### src/rtl/pfp_pkg.sv
package pfp_pkg;

    typedef enum logic [1:0] {
        DEPTH_1BPP = 2'd0,
        DEPTH_2BPP = 2'd1,
        DEPTH_4BPP = 2'd2,
        DEPTH_8BPP = 2'd3
    } depth_e;

    // Longest window delay over all depths
    localparam int unsigned LAT_MAX = 9;

    // Palette bits kept at 8 bpp
    localparam logic [11:0] PAL_MASK_8BPP = 12'h737;

    function automatic int unsigned out_latency(depth_e d);
        case (d)
            DEPTH_1BPP: return 9;
            DEPTH_2BPP: return 5;
            DEPTH_4BPP: return 3;
            default:    return 2;
        endcase
    endfunction

    // Direct colour bits from the upper nibble of an 8 bpp byte
    function automatic logic [11:0] direct_bits(logic [3:0] hi);
        return {hi[3], 3'b000, hi[2], hi[1], 2'b00, hi[0], 3'b000};
    endfunction

endpackage

### src/rtl/pfp_addr.sv
module pfp_addr
    import pfp_pkg::*;
#(
    parameter int AW     = 16,
    parameter int QDEPTH = 8,
    localparam int QW    = $clog2(QDEPTH)
) (
    input  logic          clk,
    input  logic          rst_n,
    input  logic          disp,
    input  logic          line_end,
    input  logic          frame_load,
    input  depth_e        depth,
    input  logic [AW-1:0] frame_start,
    input  logic [AW-1:0] buf_start,
    input  logic [AW-1:0] buf_end,
    output logic          rd0,
    output logic          rd1,
    output logic [AW-1:0] addr0,
    output logic [AW-1:0] addr1,
    output logic [QW-1:0] wr_idx0,
    output logic [QW-1:0] wr_idx1
);

    typedef struct packed {
        logic [AW-1:0] addr;
        logic [1:0]    fc;
        logic [QW-1:0] wptr;
    } st_t;

    st_t st_d, st_q;
    logic [AW-1:0] wrap_at, step1, step2;

    function automatic logic [AW-1:0] advance(logic [AW-1:0] a, logic [AW-1:0] lim,
                                              logic [AW-1:0] base);
        logic [AW-1:0] n;
        n = a + AW'(1);
        return (n == lim) ? base : n;
    endfunction

    always_comb begin
        wrap_at = buf_end + AW'(16);
        step1   = advance(st_q.addr, wrap_at, buf_start);
        step2   = advance(step1, wrap_at, buf_start);

        case (depth)
            DEPTH_8BPP, DEPTH_4BPP: rd0 = disp;
            DEPTH_2BPP:             rd0 = disp && !st_q.fc[0];
            default:                rd0 = disp && (st_q.fc == 2'd0);
        endcase
        rd1 = disp && (depth == DEPTH_8BPP);

        st_d = st_q;
        if (disp) st_d.fc = st_q.fc + 2'd1;
        if (rd1) begin
            st_d.addr = step2;
            st_d.wptr = st_q.wptr + QW'(2);
        end else if (rd0) begin
            st_d.addr = step1;
            st_d.wptr = st_q.wptr + QW'(1);
        end
        if (frame_load) st_d.addr = frame_start;
        if (line_end) begin
            st_d.fc   = '0;
            st_d.wptr = '0;
        end
    end

    always_ff @(posedge clk) begin
        if (!rst_n) st_q <= '0;
        else        st_q <= st_d;
    end

    assign addr0   = st_q.addr;
    assign addr1   = step1;
    assign wr_idx0 = st_q.wptr;
    assign wr_idx1 = st_q.wptr + QW'(1);

    // a sparse-depth fetch is never followed by another on the next tick
    assert_sparse_fetch_R1: assert property (@(posedge clk) disable iff (!rst_n)
        (rd0 && !line_end && (depth == DEPTH_1BPP || depth == DEPTH_2BPP))
        |=> (!rd0 || !$stable(depth)));

    // after a read the address steps forward or restarts at the buffer start
    assert_addr_step_R2: assert property (@(posedge clk) disable iff (!rst_n)
        (rd0 && !frame_load) |=>
        (st_q.addr == $past(st_q.addr) + AW'(1) || st_q.addr == $past(st_q.addr) + AW'(2) ||
         st_q.addr == $past(buf_start) || st_q.addr == $past(buf_start) + AW'(1)));

    // a frame load takes the frame start address
    assert_frame_load_R3: assert property (@(posedge clk) disable iff (!rst_n)
        frame_load |=> (st_q.addr == $past(frame_start)));

    // line end restarts the queue fill and the fetch phase
    assert_line_clear_R4: assert property (@(posedge clk) disable iff (!rst_n)
        line_end |=> (st_q.wptr == '0 && st_q.fc == 2'd0));

endmodule

### src/rtl/pfp_queue.sv
module pfp_queue
    import pfp_pkg::*;
#(
    parameter int QDEPTH = 8,
    localparam int QW    = $clog2(QDEPTH)
) (
    input  logic          clk,
    input  logic          rst_n,
    input  depth_e        depth,
    input  logic          win,
    input  logic          line_end,
    input  logic          wr0,
    input  logic          wr1,
    input  logic [QW-1:0] wr_idx0,
    input  logic [QW-1:0] wr_idx1,
    input  logic [7:0]    wdata0,
    input  logic [7:0]    wdata1,
    output logic [7:0]    byte0,
    output logic [7:0]    byte1
);

    typedef struct packed {
        logic [QDEPTH-1:0][7:0] q;
        logic [QW+1:0]          oc;
    } st_t;

    st_t st_d, st_q;
    logic [QW-1:0] idx0, idx1;

    always_comb begin
        case (depth)
            DEPTH_8BPP: idx0 = {st_q.oc[QW-2:0], 1'b0};
            DEPTH_4BPP: idx0 = st_q.oc[QW-1:0];
            DEPTH_2BPP: idx0 = st_q.oc[QW:1];
            default:    idx0 = st_q.oc[QW+1:2];
        endcase
        idx1 = idx0 | QW'(1);

        st_d = st_q;
        if (win) begin
            st_d.oc = st_q.oc + 1'b1;
            if (depth == DEPTH_2BPP) st_d.q[idx0] = st_q.q[idx0] >> 4;
            if (depth == DEPTH_1BPP) st_d.q[idx0] = st_q.q[idx0] >> 2;
        end
        if (wr0) st_d.q[wr_idx0] = wdata0;
        if (wr1) st_d.q[wr_idx1] = wdata1;
        if (line_end) st_d.oc = '0;
    end

    always_ff @(posedge clk) begin
        if (!rst_n) st_q <= '0;
        else        st_q <= st_d;
    end

    assign byte0 = st_q.q[idx0];
    assign byte1 = st_q.q[idx1];

endmodule

### src/rtl/pfp_window.sv
module pfp_window
    import pfp_pkg::*;
(
    input  logic   clk,
    input  logic   rst_n,
    input  logic   disp,
    input  depth_e depth,
    output logic   win
);

    logic [LAT_MAX-1:0] dly_d, dly_q;

    always_comb begin
        dly_d = {dly_q[LAT_MAX-2:0], disp};
        win   = dly_q[out_latency(depth) - 1];
    end

    always_ff @(posedge clk) begin
        if (!rst_n) dly_q <= '0;
        else        dly_q <= dly_d;
    end

endmodule

### src/rtl/pfp_render.sv
module pfp_render
    import pfp_pkg::*;
#(
    parameter int NPAL    = 16,
    localparam int PIW    = $clog2(NPAL)
) (
    input  logic           clk,
    input  logic           rst_n,
    input  depth_e         depth,
    input  logic           win,
    input  logic [7:0]     byte0,
    input  logic [7:0]     byte1,
    input  logic           pal_we,
    input  logic [PIW-1:0] pal_idx,
    input  logic [11:0]    pal_data,
    input  logic           border_we,
    input  logic [11:0]    border_data,
    output logic [11:0]    pix0,
    output logic [11:0]    pix1,
    output logic           pix_valid
);

    typedef struct packed {
        logic [NPAL-1:0][11:0] pal;
        logic [11:0]           border;
        logic [11:0]           p0;
        logic [11:0]           p1;
        logic                  valid;
    } st_t;

    st_t st_d, st_q;
    logic [11:0] c0, c1;

    always_comb begin
        case (depth)
            DEPTH_8BPP: begin
                c0 = (st_q.pal[PIW'(byte0[3:0])] & PAL_MASK_8BPP) | direct_bits(byte0[7:4]);
                c1 = (st_q.pal[PIW'(byte1[3:0])] & PAL_MASK_8BPP) | direct_bits(byte1[7:4]);
            end
            DEPTH_4BPP: begin
                c0 = st_q.pal[PIW'(byte0[3:0])];
                c1 = st_q.pal[PIW'(byte0[7:4])];
            end
            DEPTH_2BPP: begin
                c0 = st_q.pal[PIW'(byte0[1:0])];
                c1 = st_q.pal[PIW'(byte0[3:2])];
            end
            default: begin
                c0 = st_q.pal[PIW'(byte0[0])];
                c1 = st_q.pal[PIW'(byte0[1])];
            end
        endcase

        st_d       = st_q;
        st_d.valid = win;
        st_d.p0    = win ? c0 : st_q.border;
        st_d.p1    = win ? c1 : st_q.border;
        if (pal_we)    st_d.pal[pal_idx] = pal_data;
        if (border_we) st_d.border       = border_data;
    end

    always_ff @(posedge clk) begin
        if (!rst_n) st_q <= '0;
        else        st_q <= st_d;
    end

    assign pix0      = st_q.p0;
    assign pix1      = st_q.p1;
    assign pix_valid = st_q.valid;

endmodule

### src/rtl/pixel_fetch_palette.sv
module pixel_fetch_palette
    import pfp_pkg::*;
#(
    parameter int AW      = 16,
    parameter int QDEPTH  = 8,
    parameter int NPAL    = 16,
    localparam int PIW    = $clog2(NPAL),
    localparam int QW     = $clog2(QDEPTH)
) (
    input  logic           clk,
    input  logic           rst_n,
    input  logic           h_disp,
    input  logic           v_disp,
    input  logic           line_end,
    input  logic           frame_load,
    input  logic [1:0]     depth,
    input  logic [AW-1:0]  frame_start,
    input  logic [AW-1:0]  buf_start,
    input  logic [AW-1:0]  buf_end,
    output logic           mem_rd0,
    output logic [AW-1:0]  mem_addr0,
    input  logic [7:0]     mem_data0,
    output logic           mem_rd1,
    output logic [AW-1:0]  mem_addr1,
    input  logic [7:0]     mem_data1,
    input  logic           pal_we,
    input  logic [PIW-1:0] pal_idx,
    input  logic [11:0]    pal_data,
    input  logic           border_we,
    input  logic [11:0]    border_data,
    output logic [11:0]    pix0,
    output logic [11:0]    pix1,
    output logic           pix_valid
);

    depth_e        dep;
    logic          disp, win;
    logic [QW-1:0] wr_idx0, wr_idx1;
    logic [7:0]    byte0, byte1;

    assign dep  = depth_e'(depth);
    assign disp = h_disp & v_disp;

    pfp_addr #(.AW(AW), .QDEPTH(QDEPTH)) u_addr (
        .clk(clk), .rst_n(rst_n), .disp(disp), .line_end(line_end),
        .frame_load(frame_load), .depth(dep), .frame_start(frame_start),
        .buf_start(buf_start), .buf_end(buf_end),
        .rd0(mem_rd0), .rd1(mem_rd1), .addr0(mem_addr0), .addr1(mem_addr1),
        .wr_idx0(wr_idx0), .wr_idx1(wr_idx1)
    );

    pfp_window u_window (
        .clk(clk), .rst_n(rst_n), .disp(disp), .depth(dep), .win(win)
    );

    pfp_queue #(.QDEPTH(QDEPTH)) u_queue (
        .clk(clk), .rst_n(rst_n), .depth(dep), .win(win), .line_end(line_end),
        .wr0(mem_rd0), .wr1(mem_rd1), .wr_idx0(wr_idx0), .wr_idx1(wr_idx1),
        .wdata0(mem_data0), .wdata1(mem_data1), .byte0(byte0), .byte1(byte1)
    );

    pfp_render #(.NPAL(NPAL)) u_render (
        .clk(clk), .rst_n(rst_n), .depth(dep), .win(win),
        .byte0(byte0), .byte1(byte1),
        .pal_we(pal_we), .pal_idx(pal_idx), .pal_data(pal_data),
        .border_we(border_we), .border_data(border_data),
        .pix0(pix0), .pix1(pix1), .pix_valid(pix_valid)
    );

endmodule

### config.mk
export PLATFORM = sky130hd
export DESIGN_NAME = pixel_fetch_palette
export DESIGN_NICKNAME = d
export VERILOG_FILES = /design/src/rtl/pfp_pkg.sv /design/src/rtl/pfp_addr.sv /design/src/rtl/pfp_queue.sv /design/src/rtl/pfp_window.sv /design/src/rtl/pfp_render.sv /design/src/rtl/pixel_fetch_palette.sv
export SDC_FILE = /design/constraint.sdc
export NUM_CORES = 1
export LEC_CHECK = 0
export BUFFER_PORTS_ARGS = -buffer_cell sky130_fd_sc_hd__buf_4
export CAP_MARGIN = 20
export CORE_UTILIZATION = 32
export DETAILED_ROUTE_END_ITERATION = 7
export SYNTH_ARGS = -nofsm -noshare
export SYNTH_HDL_FRONTEND = slang
export SYNTH_HIERARCHICAL = 1
export SYNTH_SLANG_ARGS = --single-unit
### constraint.sdc
create_clock -name clk -period 6.75 [get_ports clk]
set_input_delay 0.675 -clock clk [delete_from_list [all_inputs] [get_ports clk]]
set_output_delay 0.675 -clock clk [all_outputs]
set_load 0.005 [all_outputs]
# Yosys cells after proc, flatten, opt, wreduce, memory -nomap -nowiden
# Cells that the tools add are included.
# W data, S select, Z words.
# word_totals
output_inout_bits,59
reg_bits,328
in_bits,102
mem_bits_ro,0
word_cells,134
memories,0
latchBits,0
ram_bits,0
# classes
mux,53
n_lt_le_gt_ge,17
reduce_logical,14
n_bitwise,4
shift,0
mul,0
eq_ne,5
add_sub_neg,8
n_div,0
# ops
op,count
$mux W64,5
$bwmux W64,4
$bwmux W192,1
$bmux W12 S4,3
$mux W12,11
$mux W16,5
$demux W8 S3,3
$pmux W12 S3,2
$mux W69,1
$bmux W12 S2,2
$demux W12 S4,1
$mux W8,5
$add A16 B1 Y16 const B,2
$eq A16 B16 Y1,2
$lt A32 B5 Y1 const B,1
$bmux W8 S3,1
$or A11 B12 Y12,2
$lt A4 B5 Y1 const B,4
$add A16 B5 Y16 const B,1
$bmux W8 S2,1
$lt A3 B4 Y1 const B,4
$pmux W4 S3,1
$mux W11,1
$lt A1 B5 Y1 const B,2
other kinds (23),36

# Logic depth before layout (Yosys ltp)
# Gate-level depths: netlist of run 1.
# logic_depth
depth_word,16
depth_mapped,28
ltp_nobuf,21

# Cells and area by module
# The synthesis of run 1 kept the hierarchy.
# modules_own_cells
mod,cells_each,instances,seq_area_each_um2,area_per_inst_um2
pfp_render,1266,1,4584.4,13977.2
pfp_queue,835,1,1381.3,6353.6
pfp_addr,571,1,420.4,3849.9
pfp_window,19,1,180.2,259.0
pixel_fetch_palette,1,1,0.0,6.3

# Least setup slack after synthesis of run 1
# Ideal clock, no wire load.
# synth_timing
kind,input-to-reg
startpoint,input buf_end[4]
endpoint,register u_addr.st_q (netlist bit u_addr/addr0[3])
path_stages,25
setup_time_ns,0.125
arrival_ns,5.946
n_path_buf,6
required_time_ns,6.625
setup_slack_ns,0.679
cell_sequence,buf_2 > nand3_1 > xnor2_1 > xnor3_1 > or4_1 > or4_1 > clkbuf_1 > nor2_4 > buf_1 > clkbuf_1 > nand2_1 > nand2_1 > ha_1 > clkbuf_1 > nand2_1 > nor3_1 > nand3_1 > mux2i_1 > xor2_1 > nor4_1 > nand4_2 > buf_2 > nor4b_1 > o31ai_1 > a21oi_1
# synth_via
elab_chain_cells,8
elab_cells_between_ends,9
cone_classes,add/sub: 2; eq/ne: 2; mux: 5
# synth_rtl
item,line_no,source
start: declaration,pixel_fetch_palette.sv:19,"input logic [AW-1:0] buf_end,"
$add A16 B5 Y16 *,pfp_addr.sv:42,wrap_at = buf_end + AW'(16);
$eq A16 B16 Y1 *,pfp_addr.sv:38,return (n == lim) ? base : n;
$mux W16 *,pfp_addr.sv:38,
named net mem_addr1[1],pixel_fetch_palette.sv:24,"output logic [AW-1:0] mem_addr1,"
$add A16 B1 Y16 *,pfp_addr.sv:37,n = a + AW'(1);
$eq A16 B16 Y1,pfp_addr.sv:38,
$mux W16 *,pfp_addr.sv:38,
$mux W16 *,pfp_addr.sv:55,if (rd1) begin
$mux W16 *,pfp_addr.sv:62,if (frame_load) st_d.addr = frame_start;
end signal: assignment,pfp_addr.sv:71,else st_q <= st_d;
end: declaration,pfp_addr.sv:31,"st_t st_d, st_q;"
# The timed path passes the listed nets; every way through them passes the cells marked *. The select of a mux whose other input is x is not followed.
# A chain may end at the register's enable or synchronous reset.

# Worst setup path in the final report of run 1
# layout_timing
startpoint,register u_addr.st_q (netlist bit u_addr/addr0[0])
endpoint,register u_addr.st_q (netlist bit u_addr/addr0[5])
# layout_via
elab_chain_cells,8
elab_cells_between_ends,9
cone_classes,add/sub: 2; eq/ne: 2; mux: 5
# layout_rtl
item,line_no
$add A16 B1 Y16 *,pfp_addr.sv:37
$eq A16 B16 Y1,pfp_addr.sv:38
$mux W16 *,pfp_addr.sv:38
$add A16 B1 Y16,pfp_addr.sv:37
$eq A16 B16 Y1,pfp_addr.sv:38
$mux W16,pfp_addr.sv:38
$mux W16 *,pfp_addr.sv:55
$mux W16 *,pfp_addr.sv:62
# Every way passes the cells marked *; elsewhere a longest branch is shown, timed or not. The select of a mux whose other input is x is not followed.

==> results of run 1 <==
## cell usage in the layout (no fill, tap or decap), types with 20 or more instances in the layout
cell	count
a211oi_1	29
a21boi_0	49
a21oi_1	99
and2_1	24
and3_1	20
buf_4	223
clkbuf_16	39
dfxtp_1	328
inv_1	42
mux2i_1	275
mux4_2	154
nand2_1	258
nand3_1	76
nor2_1	131
nor2b_1	190
nor3_1	41
nor4_1	20
o211ai_1	63
o21ai_0	106
o221ai_1	28
xnor2_1	32
xor2_1	21
## stage by stage
stage | setup slack, ps | util | cells
final | 270 | 0.365 | 3669
after global routing | 40.4 | 0.365 | 3668
after CTS | 179 | 0.365 | 3665
after detailed placement | 214 | 0.347 | 3593
after global placement | 318 | 0.347 | 3593
after floorplan | 679 | - | 2692
## layout make-up
type | count | share of cell area
multi-input cells | 2022 | 0.594
flip-flops and latches | 328 | 0.240
repair buffers | 232 | 0.0668
well taps | 969 | 0.0442
clock buffers | 49 | 0.0392
clock inverters | 23 | 0.00954
inverters | 44 | 0.00603
diodes | 2 | 0.000183
## power breakdown
group / leakage [nW] / switching [mW] / internal [mW]
clock network: 0.665 / 0.968 / 1.30
registers: 2.66 / 0.0450 / 1.97
logic: 5.93 / 0.431 / 0.295
total: 9.25 / 1.44 / 3.57
## routing by layer
| metal | vias to the layer above | share of wire | track usage |
|---|---|---|---|
| met5 | - | 0.00043 | 0 |
| li1 | 9995 | - | - |
| met3 | 222 | 0.098 | 0.0518 |
| met2 | 1259 | 0.45 | 0.356 |
| met1 | 10900 | 0.41 | 0.306 |
| met4 | 6 | 0.038 | 0.0895 |
## worst max-delay path by stage
| stage | from | to | slack (ps) | depth (start not counted) |
|---|---|---|---|---|
| finish | u_addr/addr0[0] | u_addr/addr0[5] | 270 | 21 |
| detailed placement | u_addr/addr0[0] | u_addr/addr0[5] | 210 | 21 |
| CTS | u_addr/addr0[0] | u_addr/addr0[5] | 180 | 21 |
| floorplan | buf_end[4] | u_addr/addr0[3] | 680 | 25 |
| global route | u_addr/addr0[0] | u_addr/addr0[5] | 40 | 21 |
| global placement | u_addr/addr0[0] | u_addr/addr0[5] | 320 | 21 |
## state kept, by name, summed over array words and instances, names as in the netlist
name	flops
u_window/dly_q	9
u_addr/wr_idx0	3
u_addr/st_q	2
u_render/st_q	204
u_render/pix_valid	1
u_render/pix0	12
u_render/pix1	12
u_queue/st_q	69
u_addr/addr0	16
## critical path, cell delays in order, from the launching register on
cell     delay (ps)
dfxtp_1         550
ha_1            320
nand3_2         260
xnor2_2         340
xor2_1          130
or4_1           630
or4_1           610
nor2_4          180
nand2_1          70
nand2_1         120
ha_2            330
nand2_1         200
nor4_1          340
o21ai_0         150
mux2i_1         250
xor2_1          110
nor4_1          500
nand4_2         400
buf_4           370
or2_0           250
a31o_1          210
a21oi_1         100
## cells by family after synthesis
group	after synthesis
AO/OA/AOI/OAI	599
AND/OR/NAND/NOR	911
flip-flops	328
XOR/XNOR	59
adder cells (fa/ha/maj)	6
buffers and inverters	342
multiplexers	447
## timing repair
item	in CTS	in global routing
buffers inserted	0	0
hold endpoints to repair	0	0
gates resized for setup	0	2
setup endpoints to repair	0	14
==> reports/summary.txt, run 1 <==
Post-synth EDFFs -> 0
Port Buffers -> 160
P&R area growth vs syn -> 12.1%
cell accounting for the most synthesized area -> dfxtp_1
total of max-cap violations -> 0
Area after DPL -> 26000 um^2
Yosys reg bits -> 328
average size of a mapped cell -> 9.08 um^2
total grt overflow -> 0
Hold EP -> u_addr/addr0[7]
largest family of logic cells by synthesized area -> multiplexers
Post-Synth Simple-Gate Area -> 0.201
post-DP HPWL -> 62300 um
syn nets -> 2800
Final Max Slew Viols -> 0
H-tree depth -> 2
Synth Area in Compound Gates -> 0.172
Critical Path Sink Type -> flip-flop
antenna violations before repair -> 6
filler instances -> 7665
FF-to-FF setup slack -> 270 ps
Worst-path clk slew -> 60 ps
Worst Path Max Fanout -> 24
relative slew slack -> 0.277
Hold Crit Depth -> 2
nets -> 2775
synth unique cells -> 107
Vias -> 22400
Hold WS -> 322 ps
Clock Skews -> 25.7 ps
WS Path Type -> reg2reg
routed wire length -> 91700 um
gr usage total -> 0.229
Starting Density -> 0.326
post-synthesis mux area share -> 0.264
first-pass GRT wire length -> 136000 um
cts bufs inserted -> 39
Setup TNS Final -> 0 ps
Post-Synth Adder-Cell Area -> 0.00307
Max VDD drop -> 0.176 mV
Worst Path Required -> 7260 ps
post-synth top area share -> 0.269
first-iteration detailed-routing DRC count -> 2900
via-per-instance ratio -> 6.11
Total Die Area -> 77500 um^2
PwrDens -> 183 nW/um^2
register area share after synthesis -> 0.269
Least-Margin Pin Slew -> 1080 ps
Startpoint Class -> flip-flop
unrepaired setup endpoints after global routing -> false
top cells by area, synth -> dfxtp_1 (27%), mux4_2 (14%), mux2i_1 (11%)
final setup fails -> 0
most common cell in the netlist -> dfxtp_1
total power -> 5.01 mW
Final period util -> 0.960
drc violations -> 0
Leakage Power -> 9.25 nW
Max Fclk -> 154 MHz
Hold Vio Cnt, Final -> 0
I/O pins -> 161
status -> completed
Core Region -> 75100 um^2
Worst EP arrival -> 6990 ps
FFs w/ async S/R, synth -> 0
cell area after synthesis -> 24400 um^2
Die Span X -> 278 um
post-route ant nets -> 0
final instance area -> 27400 um^2
vias in the first global route -> 20900
Primary FF master, synth -> dfxtp_1
Worst-Skew Late Latency -> 600 ps
Synth Instances -> 2692
xor and xnor area share after synthesis -> 0.0241
clk sinks -> 328
Hold Crit Class -> in2reg
multi-input logic area -> 16300 um^2
hold buffer count at CTS -> 0
Ys Warns -> 6
FF+latch area -> 6570 um^2
worst reg-to-reg path cell count -> 21
post-DR wirelength/cell -> 25.0 um
clk root buf -> clkbuf_16
Hold Startpoint -> frame_start[7]
largest net degree at the start of global routing -> 96
clk buf depth -> 3
TritonCTS clock tree -> done
layout cells sized above 1 -> 0.196
total number of placement rows -> 100
commonest cells in the netlist -> dfxtp_1 (328), mux2i_1 (275), nand2_1 (259)
Vert. Die Dim -> 278 um
Tmin final -> 6480 ps
GPL Wtd Cong -> 0.956
r2r startpoint -> u_addr/addr0[0]
worst reg2reg endpoint -> u_addr/addr0[5]
DR pass1 iterations -> 6
Power figures use the tool's default switching activity.
==> run 2: changes to the inputs <==
==> constraint.sdc (replaced) <==
create_clock -name clk -period 5.6 [get_ports clk]
set_input_delay 1.12 -clock clk [delete_from_list [all_inputs] [get_ports clk]]
set_output_delay 1.12 -clock clk [all_outputs]
set_load 0.005 [all_outputs]
==> run 2 against run 1 <==
Sequential share of layout area shrank 0.48 points. Via count up 1.1%. Global-route usage rose by 0.48 points. First-iteration DRC count fell by 2.3%. Clock-buffer cell count is 4 higher. Non-clock buffer count grew 53. Wire length up 1.8%.
==> reports/summary.txt, run 2 (synthesized netlist as in run 1, its figures left out) <==
routed wire length -> 93300 um
Worst EP arrival -> 5780 ps
Tmin final -> 5260 ps
gr usage total -> 0.234
max reg flops -> 204
post-DP HPWL -> 64300 um
Setup WS post-layout -> 336 ps
Max Fclk -> 190 MHz
Max VDD drop -> 0.198 mV
met1 GRT Util -> 0.310
first-iteration detailed-routing DRC count -> 2833
Vert. Die Dim -> 278 um
Flop pwr share -> 0.401
most common cell after layout, fill and taps aside -> dfxtp_1
total power -> 6.07 mW
Setup TNS Final -> 0 ps
I/O pins -> 161
Net Switching -> 1.72 mW
via-per-instance ratio -> 6.10
Area after DPL -> 26600 um^2
filler instances -> 7687
most frequent cells in the layout -> dfxtp_1 (326), mux2i_1 (275), buf_4 (270)
Worst-path clk slew -> 60 ps
PwrDens -> 217 nW/um^2
DR pass1 iterations -> 6
M3 GR Usage -> 0.0461
switch share -> 0.283
post-route ant nets -> 0
Die Span X -> 278 um
Hold Vio Cnt, Final -> 0
Worst-Skew Late Latency -> 590 ps
drc violations -> 0
Hold Crit Class -> reg2reg
clk buf depth -> 3
WS Path Type -> reg2reg
clk sinks -> 328
clk root buf -> clkbuf_16
Vias -> 22700
Final Max Slew Viols -> 0
cts bufs inserted -> 39
Final period util -> 0.940
Worst Path Max Fanout -> 24
proportion of power drawn by combinational gates -> 0.151
antenna violations before repair -> 4
nets -> 2828
Int Power -> 4.35 mW
final instance area -> 28000 um^2
post-DR wirelength/cell -> 25.1 um
Total Die Area -> 77500 um^2
Startpoint Class -> flip-flop
unrepaired setup endpoints after global routing -> false
layout cells sized above 1 -> 0.217
first-pass GRT wire length -> 139000 um
Core Region -> 75100 um^2
TritonCTS clock tree -> done
total grt overflow -> 0
Critical Path Sink Type -> flip-flop
status -> completed
Clock Skews -> 26.2 ps
Starting Density -> 0.326
gr busiest metal -> met2
P&R area growth vs syn -> 14.4%
clock share of power -> 0.448
final setup fails -> 0
vias in the first global route -> 21500
relative slew slack -> 0.152
Worst Path Required -> 6110 ps
met2 usage -> 0.369
H-tree depth -> 2
Post-Place Worst Slack -> -68.7 ps
GPL Wtd Cong -> 0.960
Leakage Power -> 9.54 nW
Least-Margin Pin Slew -> 1270 ps
Port Buffers -> 160
total number of placement rows -> 100
Largest Register -> u_render/st_q
total of max-cap violations -> 0
largest net degree at the start of global routing -> 121
## run 2: per-stage QoR
stage	std cells	hold slack [ps]	utilization
2_1_floorplan	2692	406	-
3_3_place_gp	3646	408	0.354
3_5_place_dp	3646	414	0.354
4_1_cts	3715	430	0.372
5_1_grt	3718	450	0.373
6_report	3718	425	0.373
## run 2: what timing repair did
item	4_1_cts	5_1_grt
endpoints found under the setup margin	0	16
hold buffers	0	0
resized for setup	0	6
buffers inserted	0	1
## run 2: final timing paths
kind	from	endpoint	slack, ps	cells past startpoint
worst max register to register	u_addr/addr0[1]	u_addr/addr0[1]	340	20
worst max-delay path	u_addr/addr0[1]	u_addr/addr0[1]	340	20
worst min register to register	u_window/dly_q[5]	u_window/dly_q[6]	430	1
worst min-delay path	u_window/dly_q[5]	u_window/dly_q[6]	430	1
## run 2: power groups by stage
| stage | Clock [mW] | Combinational (mW) | Sequential [mW] |
|---|---|---|---|
| floorplan | 0 | 0.570 | 2.46 |
| global placement | 0 | 0.899 | 2.48 |
| detailed placement | 0 | 0.899 | 2.48 |
| CTS | 2.77 | 0.902 | 2.43 |
| global route | 2.87 | 0.969 | 2.43 |
| finish | 2.72 | 0.918 | 2.43 |
## run 2: cell type report
type | instances | area [um^2] | share of cell area
Antenna cell | 1 | 2.50 | 0.0000895
Clock buffer | 53 | 1150 | 0.0411
Clock inverter | 16 | 198 | 0.00707
Inverter | 44 | 165 | 0.00590
Multi-Input combinational cell | 2022 | 16400 | 0.585
Sequential cell | 328 | 6570 | 0.235
Tap cell | 969 | 1210 | 0.0433
Timing Repair Buffer | 285 | 2300 | 0.0824
## run 2: routing by layer
metal	part of all wire	wire, um
met3	0.089	8310
met5	0.00037	35
met4	0.043	3990
met2	0.45	42100
met1	0.42	38900
## run 2: critical path, cell delays in order (launching register included)
cell and delay (ps):
dfxtp_1 460, nand4_2 290, nor2_2 340, xnor3_1 370, or4_4 450, or4_1 490
nor2_4 150, nand2_1 70, nand2_1 80, ha_2 280, nand2_2 130, a311oi_1 260
o221ai_1 170, a211oi_1 200, a21oi_1 80, nor4_1 360, nand4_2 190, buf_12 210
nor3b_2 150, or3_1 300, a21oi_1 130
